===== config.mk =====
export PLATFORM = sky130hd
export DESIGN_NAME = nibcmd_regs
export DESIGN_NICKNAME = d
export VERILOG_FILES = /design/src/rtl/nibcmd_pkg.sv /design/src/rtl/nibcmd_ctrl.sv /design/src/rtl/nibcmd_dpath.sv /design/src/rtl/nibcmd_regs.sv
export SDC_FILE = /design/constraint.sdc
export NUM_CORES = 1
export LEC_CHECK = 0
export ABC_AREA = 1
export BUFFER_PORTS_ARGS = -buffer_cell sky130_fd_sc_hd__buf_2
export CORE_MARGIN = 1.5
export CORE_UTILIZATION = 52
export CTS_CLUSTER_DIAMETER = 150
export DETAILED_ROUTE_END_ITERATION = 8
export PLACE_DENSITY = 0.76
export RECOVER_POWER = 50
export SLEW_MARGIN = 20
export SYNTH_ARGS = -nofsm -noshare
export SYNTH_HDL_FRONTEND = slang
export SYNTH_HIERARCHICAL = 1
export SYNTH_SLANG_ARGS = --single-unit
export TNS_END_PERCENT = 50

===== constraint.sdc =====
create_clock -name clk -period 2.63 [get_ports clk]
set_input_delay 0.789 -clock clk [delete_from_list [all_inputs] [get_ports clk]]
set_output_delay 0.789 -clock clk [all_outputs]
set_load 0.05 [all_outputs]

===== src/rtl/nibcmd_pkg.sv =====
package nibcmd_pkg;

  localparam int NIB_W  = 4;
  localparam int BYTE_W = 2 * NIB_W;

  localparam logic [NIB_W-1:0] OP_ADDR_LO  = 4'h0;
  localparam logic [NIB_W-1:0] OP_ADDR_HI  = 4'h1;
  localparam logic [NIB_W-1:0] OP_DATA_LO  = 4'h2;
  localparam logic [NIB_W-1:0] OP_DATA_HI  = 4'h3;
  localparam logic [NIB_W-1:0] OP_READ     = 4'h4;
  localparam logic [NIB_W-1:0] OP_READ_INC = 4'h5;

  localparam logic [BYTE_W-1:0] MODE_RUN   = 8'h0D;
  localparam logic [BYTE_W-1:0] MODE_HALT  = 8'h11;
  localparam logic [BYTE_W-1:0] MODE_MEMRD = 8'h02;

  typedef struct packed {
    logic             addrLo;
    logic             addrHi;
    logic             dataLo;
    logic             dataHiWr;
    logic             readNow;
    logic             stepAddr;
    logic [NIB_W-1:0] nib;
  } strobes_t;

endpackage


===== src/rtl/nibcmd_ctrl.sv =====
module nibcmd_ctrl
  import nibcmd_pkg::*;
(
  input  logic              clk,
  input  logic              rst,
  input  logic              cmdValid,
  input  logic [BYTE_W-1:0] cmdData,
  output logic              cmdReady,
  input  logic              rdReady,
  output logic              rdValid,
  output strobes_t          stb
);

  logic             rdValidQ;
  logic             take;
  logic [NIB_W-1:0] op;
  logic             isRead;

  assign cmdReady = !rdValidQ;
  assign take     = cmdValid && cmdReady;
  assign op       = cmdData[BYTE_W-1:NIB_W];
  assign isRead   = (op == OP_READ) || (op == OP_READ_INC);

  always_comb begin
    stb          = '0;
    stb.nib      = cmdData[NIB_W-1:0];
    stb.addrLo   = take && (op == OP_ADDR_LO);
    stb.addrHi   = take && (op == OP_ADDR_HI);
    stb.dataLo   = take && (op == OP_DATA_LO);
    stb.dataHiWr = take && (op == OP_DATA_HI);
    stb.readNow  = take && isRead;
    stb.stepAddr = take && (op == OP_READ_INC);
  end

  always_ff @(posedge clk) begin
    if (rst)
      rdValidQ <= 1'b0;
    else if (take && isRead)
      rdValidQ <= 1'b1;
    else if (rdReady)
      rdValidQ <= 1'b0;
  end

  assign rdValid = rdValidQ;

endmodule


===== src/rtl/nibcmd_dpath.sv =====
module nibcmd_dpath
  import nibcmd_pkg::*;
#(
  parameter int MODE_ADDR = 0,
  parameter int POS_BASE  = 8,
  parameter int POS_W     = 24,
  parameter int GP_BASE   = 16,
  parameter int GP_COUNT  = 8
) (
  input  logic              clk,
  input  logic              rst,
  input  strobes_t          stb,
  input  logic [POS_W-1:0]  trigPos,
  input  logic [POS_W-1:0]  stopPos,
  output logic [BYTE_W-1:0] rdData,
  output logic              acqRun,
  output logic              memRead
);

  localparam int POS_BYTES = POS_W / BYTE_W;
  localparam int WIN_BYTES = 2 * POS_BYTES;
  localparam logic [BYTE_W-1:0] MODE_A = BYTE_W'(MODE_ADDR);

  logic [BYTE_W-1:0] addrQ;
  logic [NIB_W-1:0]  lowNibQ;
  logic [BYTE_W-1:0] wrByte;
  logic [BYTE_W-1:0] modeQ;
  logic              acqRunQ, memReadQ;
  logic [BYTE_W-1:0] gpQ [GP_COUNT];
  logic [GP_COUNT-1:0] gpHit;
  logic [2*POS_W-1:0] winBytes;
  logic [BYTE_W-1:0] rdByte;
  logic [BYTE_W-1:0] rdDataQ;
  logic              modeHit;

  assign wrByte   = {stb.nib, lowNibQ};
  assign winBytes = {stopPos, trigPos};
  assign modeHit  = (addrQ == MODE_A);

  // address assembly and stepping
  always_ff @(posedge clk) begin
    if (rst) begin
      addrQ <= '0;
    end else begin
      if (stb.addrLo) addrQ[NIB_W-1:0]      <= stb.nib;
      if (stb.addrHi) addrQ[BYTE_W-1:NIB_W] <= stb.nib;
      if (stb.stepAddr) addrQ <= addrQ + 8'd1;
    end
  end

  // low data nibble; cleared by each write so a lone high nibble pairs with zero
  always_ff @(posedge clk) begin
    if (rst)
      lowNibQ <= '0;
    else if (stb.dataHiWr)
      lowNibQ <= '0;
    else if (stb.dataLo)
      lowNibQ <= stb.nib;
  end

  // mode register and its decoded flags
  always_ff @(posedge clk) begin
    if (rst) begin
      modeQ    <= '0;
      acqRunQ  <= 1'b0;
      memReadQ <= 1'b0;
    end else if (stb.dataHiWr && modeHit) begin
      modeQ <= wrByte;
      unique case (wrByte)
        MODE_RUN: begin
          acqRunQ  <= 1'b1;
          memReadQ <= 1'b0;
        end
        MODE_HALT: acqRunQ <= 1'b0;
        MODE_MEMRD: begin
          memReadQ <= 1'b1;
          acqRunQ  <= 1'b0;
        end
        default: ;
      endcase
    end
  end

  // general register bank
  genvar g;
  generate
    for (g = 0; g < GP_COUNT; g++) begin : g_hit
      assign gpHit[g] = (addrQ == BYTE_W'(GP_BASE + g));
    end
  endgenerate

  always_ff @(posedge clk) begin
    for (int i = 0; i < GP_COUNT; i++) begin
      if (rst)
        gpQ[i] <= '0;
      else if (stb.dataHiWr && gpHit[i])
        gpQ[i] <= wrByte;
    end
  end

  // read selection
  always_comb begin
    rdByte = '0;
    if (modeHit) rdByte = modeQ;
    for (int i = 0; i < WIN_BYTES; i++) begin
      if (addrQ == BYTE_W'(POS_BASE + i)) rdByte = winBytes[BYTE_W*i +: BYTE_W];
    end
    for (int i = 0; i < GP_COUNT; i++) begin
      if (gpHit[i]) rdByte = gpQ[i];
    end
  end

  always_ff @(posedge clk) begin
    if (rst)
      rdDataQ <= '0;
    else if (stb.readNow)
      rdDataQ <= rdByte;
  end

  assign rdData  = rdDataQ;
  assign acqRun  = acqRunQ;
  assign memRead = memReadQ;

endmodule


===== src/rtl/nibcmd_regs.sv =====
module nibcmd_regs
  import nibcmd_pkg::*;
#(
  parameter int MODE_ADDR = 0,
  parameter int POS_BASE  = 8,
  parameter int POS_W     = 24,
  parameter int GP_BASE   = 16,
  parameter int GP_COUNT  = 8
) (
  input  logic             clk,
  input  logic             rst,
  input  logic             cmdValid,
  input  logic [7:0]       cmdData,
  output logic             cmdReady,
  output logic             rdValid,
  input  logic             rdReady,
  output logic [7:0]       rdData,
  input  logic [POS_W-1:0] trigPos,
  input  logic [POS_W-1:0] stopPos,
  output logic             acqRun,
  output logic             memRead
);

  strobes_t stb;

  nibcmd_ctrl u_ctrl (
    .clk      (clk),
    .rst      (rst),
    .cmdValid (cmdValid),
    .cmdData  (cmdData),
    .cmdReady (cmdReady),
    .rdReady  (rdReady),
    .rdValid  (rdValid),
    .stb      (stb)
  );

  nibcmd_dpath #(
    .MODE_ADDR (MODE_ADDR),
    .POS_BASE  (POS_BASE),
    .POS_W     (POS_W),
    .GP_BASE   (GP_BASE),
    .GP_COUNT  (GP_COUNT)
  ) u_dpath (
    .clk     (clk),
    .rst     (rst),
    .stb     (stb),
    .trigPos (trigPos),
    .stopPos (stopPos),
    .rdData  (rdData),
    .acqRun  (acqRun),
    .memRead (memRead)
  );

endmodule


==> flow_summary.ini <==
[synth]
synth_edf_count = 64
synth_top_area_share_pct = 37.0
synth_nets = 735
netlist_top_cells_area = edfxtp_1 37%, dfxtp_1 12%, nand2_1 12%, nor2_1 6.6%, nand3_1 5.7%
ys_seq_area_share_pct = 48.9
synth_seq_cells = 95
synthFlopType = edfxtp_1
avgSynthCellArea_sq_um = 7.75
synthTopCellsByCount = 165 x nand2_1, 91 x nor2_1, 68 x inv_1
yosys.area.top_type = edfxtp_1
synth_cell_types = 34
yosys_warnings = 6
synth-async-reset-ratio_pct = 0
syn_area_sq_um = 5200
netlist_instances = 671
yosysMostFrequentCell = nand2_1

[flow_run]
cap_viol_max_count = 0

[clock_tree]
root_buffer = clkbuf_8
clock_path_buffers = 2
hold_buffers = 0
clk_pin_slew_worst_paths_ns = 0.09
h-tree-depth = 3
cts_tree = built
numCtsBuffers = 9
cts_sinks = 95
insertion_delay_ns = 0.35

[worst_setup_path]
r2r-start = u_dpath/addrQ[6]
worst-setup-path-type = flop to flop
r2r_cells = 17
required_ns = 2.87
r2r_setup_slack_ns = 0.22
r2r_end = u_dpath/rdData[1]
start_kind = flop
worstPathMaxFanout = 10
endpoint_kind = flop
cp.arrival_ns = 2.65

[detailed_routing]
route.detailed.drc = 0
ant_nets = 0
wire_per_inst_um = 14.9
drt-total-wl_um = 13300
viasPerCell = 5.41
vias = 4845
drt_pre_antenna_iters = 5
drtIter0Drc = 400

[outcome]
run_status = finished clean

[floorplanning]
initial_core_util_pct = 53.4
die_w_um = 103
dieArea_sq_um = 10600
core-area_sq_um = 9730
ioPinCount = 72
placementRows = 36
dieHeight_um = 103

[timing]
slew_headroom_pct = 56.6
setup_violations = 0
hold_viol = 0
final.setup_skew_ns = 0.00983
fin_setup_tns_ns = 0
drv_slew = 0
fin_crit_ns = 2.41
fin_crit_sh_pct = 91.5
tightest_slew_ns = 0.654
worst_hold_slack_ns = 0.465
rsz0062_at_grt = no
max_freq_ghz = 0.416

[power_and_ir_drop]
powerDensity_nw_per_um2 = 477
peakVddDrop_mv = 0.258
p_leak_uw = 0.00250

[cells_and_area]
final_core_util_pct = 61.1
fillers = 896
antenna_cells = 0
syn_to_final_growth_pct = 14.4
fin_nets = 821
fin_cells = 895
drive_above_1_share_pct = 17.2

[worst_hold_path]
worstHoldStart = u_dpath/acqRun
hold_depth = 2
hold_path_end = u_dpath/acqRun
min_path_type = flop to flop

[global_route]
grt-ovfl-total = 0
antenna_found_initial = 0
gr-usage-all-layers_pct = 26.3
grt_max_degree = 27
grt_pass1_wl_um = 21100
grt_pass1_vias = 4507

[placed_design]
port_buffers = 71
dpl.hpwl_um = 9610
gp_congestion = 0.919
place_inst = 877
[critical path, cell delays in order (launching register included)]
cell and delay, ns:
dfxtp_1 0.35, nor2_2 0.16, nand2_4 0.12, nor3_4 0.30, inv_2 0.12, or2_2 0.28, nand3_1 0.09, nand2_1 0.06
nand2_1 0.06, nand4_1 0.09, nand3_1 0.10, nand3_1 0.07, nand2_1 0.12, nand3_1 0.08, nand2_1 0.10, nand2_1 0.05
nand2_1 0.06, a21oi_1 0.06
[registers in the layout, indices dropped and copies added (netlist names)]
signal,cells
u_dpath/addrQ,8
u_dpath/modeQ,8
u_dpath/lowNibQ,4
u_dpath/rdData,8
u_dpath/gpQ,64
u_dpath/acqRun,1
u_dpath/memRead,1
u_ctrl/rdValid,1
[per-stage QoR]
step | power, uW | worst slack (ns) | area (sq um)
floorplan | 1780 | 0.0596 | 5200
global placement | 1870 | 0.168 | 5780
detailed placement | 1880 | 0.0944 | 5780
CTS | 2840 | 0.0845 | 5990
global route | 2930 | 0.00512 | 5950
finish | 2840 | 0.225 | 5950
[final cells by class]
type                            instances  area, sq um  area share, %
Tap cell                              133          166           2.80
Clock inverter                          5         66.3           1.11
Sequential cell                        95         2550           42.8
Multi-Input combinational cell        471         2210           37.1
Clock buffer                           11          141           2.38
Timing Repair Buffer                   97          510           8.58
Inverter                               83          312           5.24
[per-layer routing]
| layer | track usage, % | part of all wire, % |
|---|---|---|
| met1 | 35.1 | 43 |
| met2 | 44.7 | 48 |
| met3 | 3.93 | 7.4 |
| met4 | 7.38 | 1.9 |
| met5 | 0 | 0 |
[kinds of logic after synthesis]
| logic type | after synthesis | synth area share, % |
|---|---|---|
| flip-flops | 95 | 48.9 |
| AO/OA/AOI/OAI | 100 | 10.1 |
| buffers and inverters | 105 | 8.30 |
| AND/OR/NAND/NOR | 367 | 31.7 |
| adder cells (fa/ha/maj) | 4 | 0.963 |
[layout by cell type, fill, tap and decap left out, drive strengths merged]
| cell | count |
|---|---|
| o21bai | 1 |
| a211oi | 5 |
| clkinv | 7 |
| nand2 | 168 |
| bufinv | 1 |
| o21ai | 44 |
| clkinvlp | 1 |
| or2 | 16 |
| nor4 | 2 |
| dfxtp | 31 |
| clkbuf | 30 |
| nand4 | 8 |
| nor3 | 17 |
| inv | 79 |
| nor2 | 95 |
| ha | 4 |
| a21oi | 44 |
| buf | 78 |
| nand3b | 2 |
| a31oi | 6 |
| nand3 | 59 |
| edfxtp | 64 |
[how the worst max path moves through the flow]
stage                              endpoint  cells past startpoint  slack (ns)             start
after floorplan           u_dpath/gpQ[0][0]                      6        0.06        cmdData[6]
after global placement    u_dpath/rdData[1]                     18        0.17  u_dpath/addrQ[0]
after detailed placement  u_dpath/rdData[1]                     18        0.09  u_dpath/addrQ[0]
after CTS                 u_dpath/rdData[1]                     18        0.08  u_dpath/addrQ[0]
after global routing      u_dpath/rdData[1]                     17       0.005  u_dpath/addrQ[6]
final                     u_dpath/rdData[1]                     17        0.22  u_dpath/addrQ[6]
[power breakdown]
| part | internal (uW) | switching [uW] | total, uW |
|---|---|---|---|
| Clock | 476 | 513 | 989 |
| Combinational | 70.8 | 134 | 205 |
| Sequential | 1630 | 15.0 | 1640 |
[repair_timing]
| action | in CTS | in global routing |
|---|---|---|
| endpoints found under the setup margin | 0 | 6 |
| buffers inserted | 0 | 2 |
| gates resized for setup | 0 | 7 |
No activity file was read; power rests on OpenSTA's default activity.
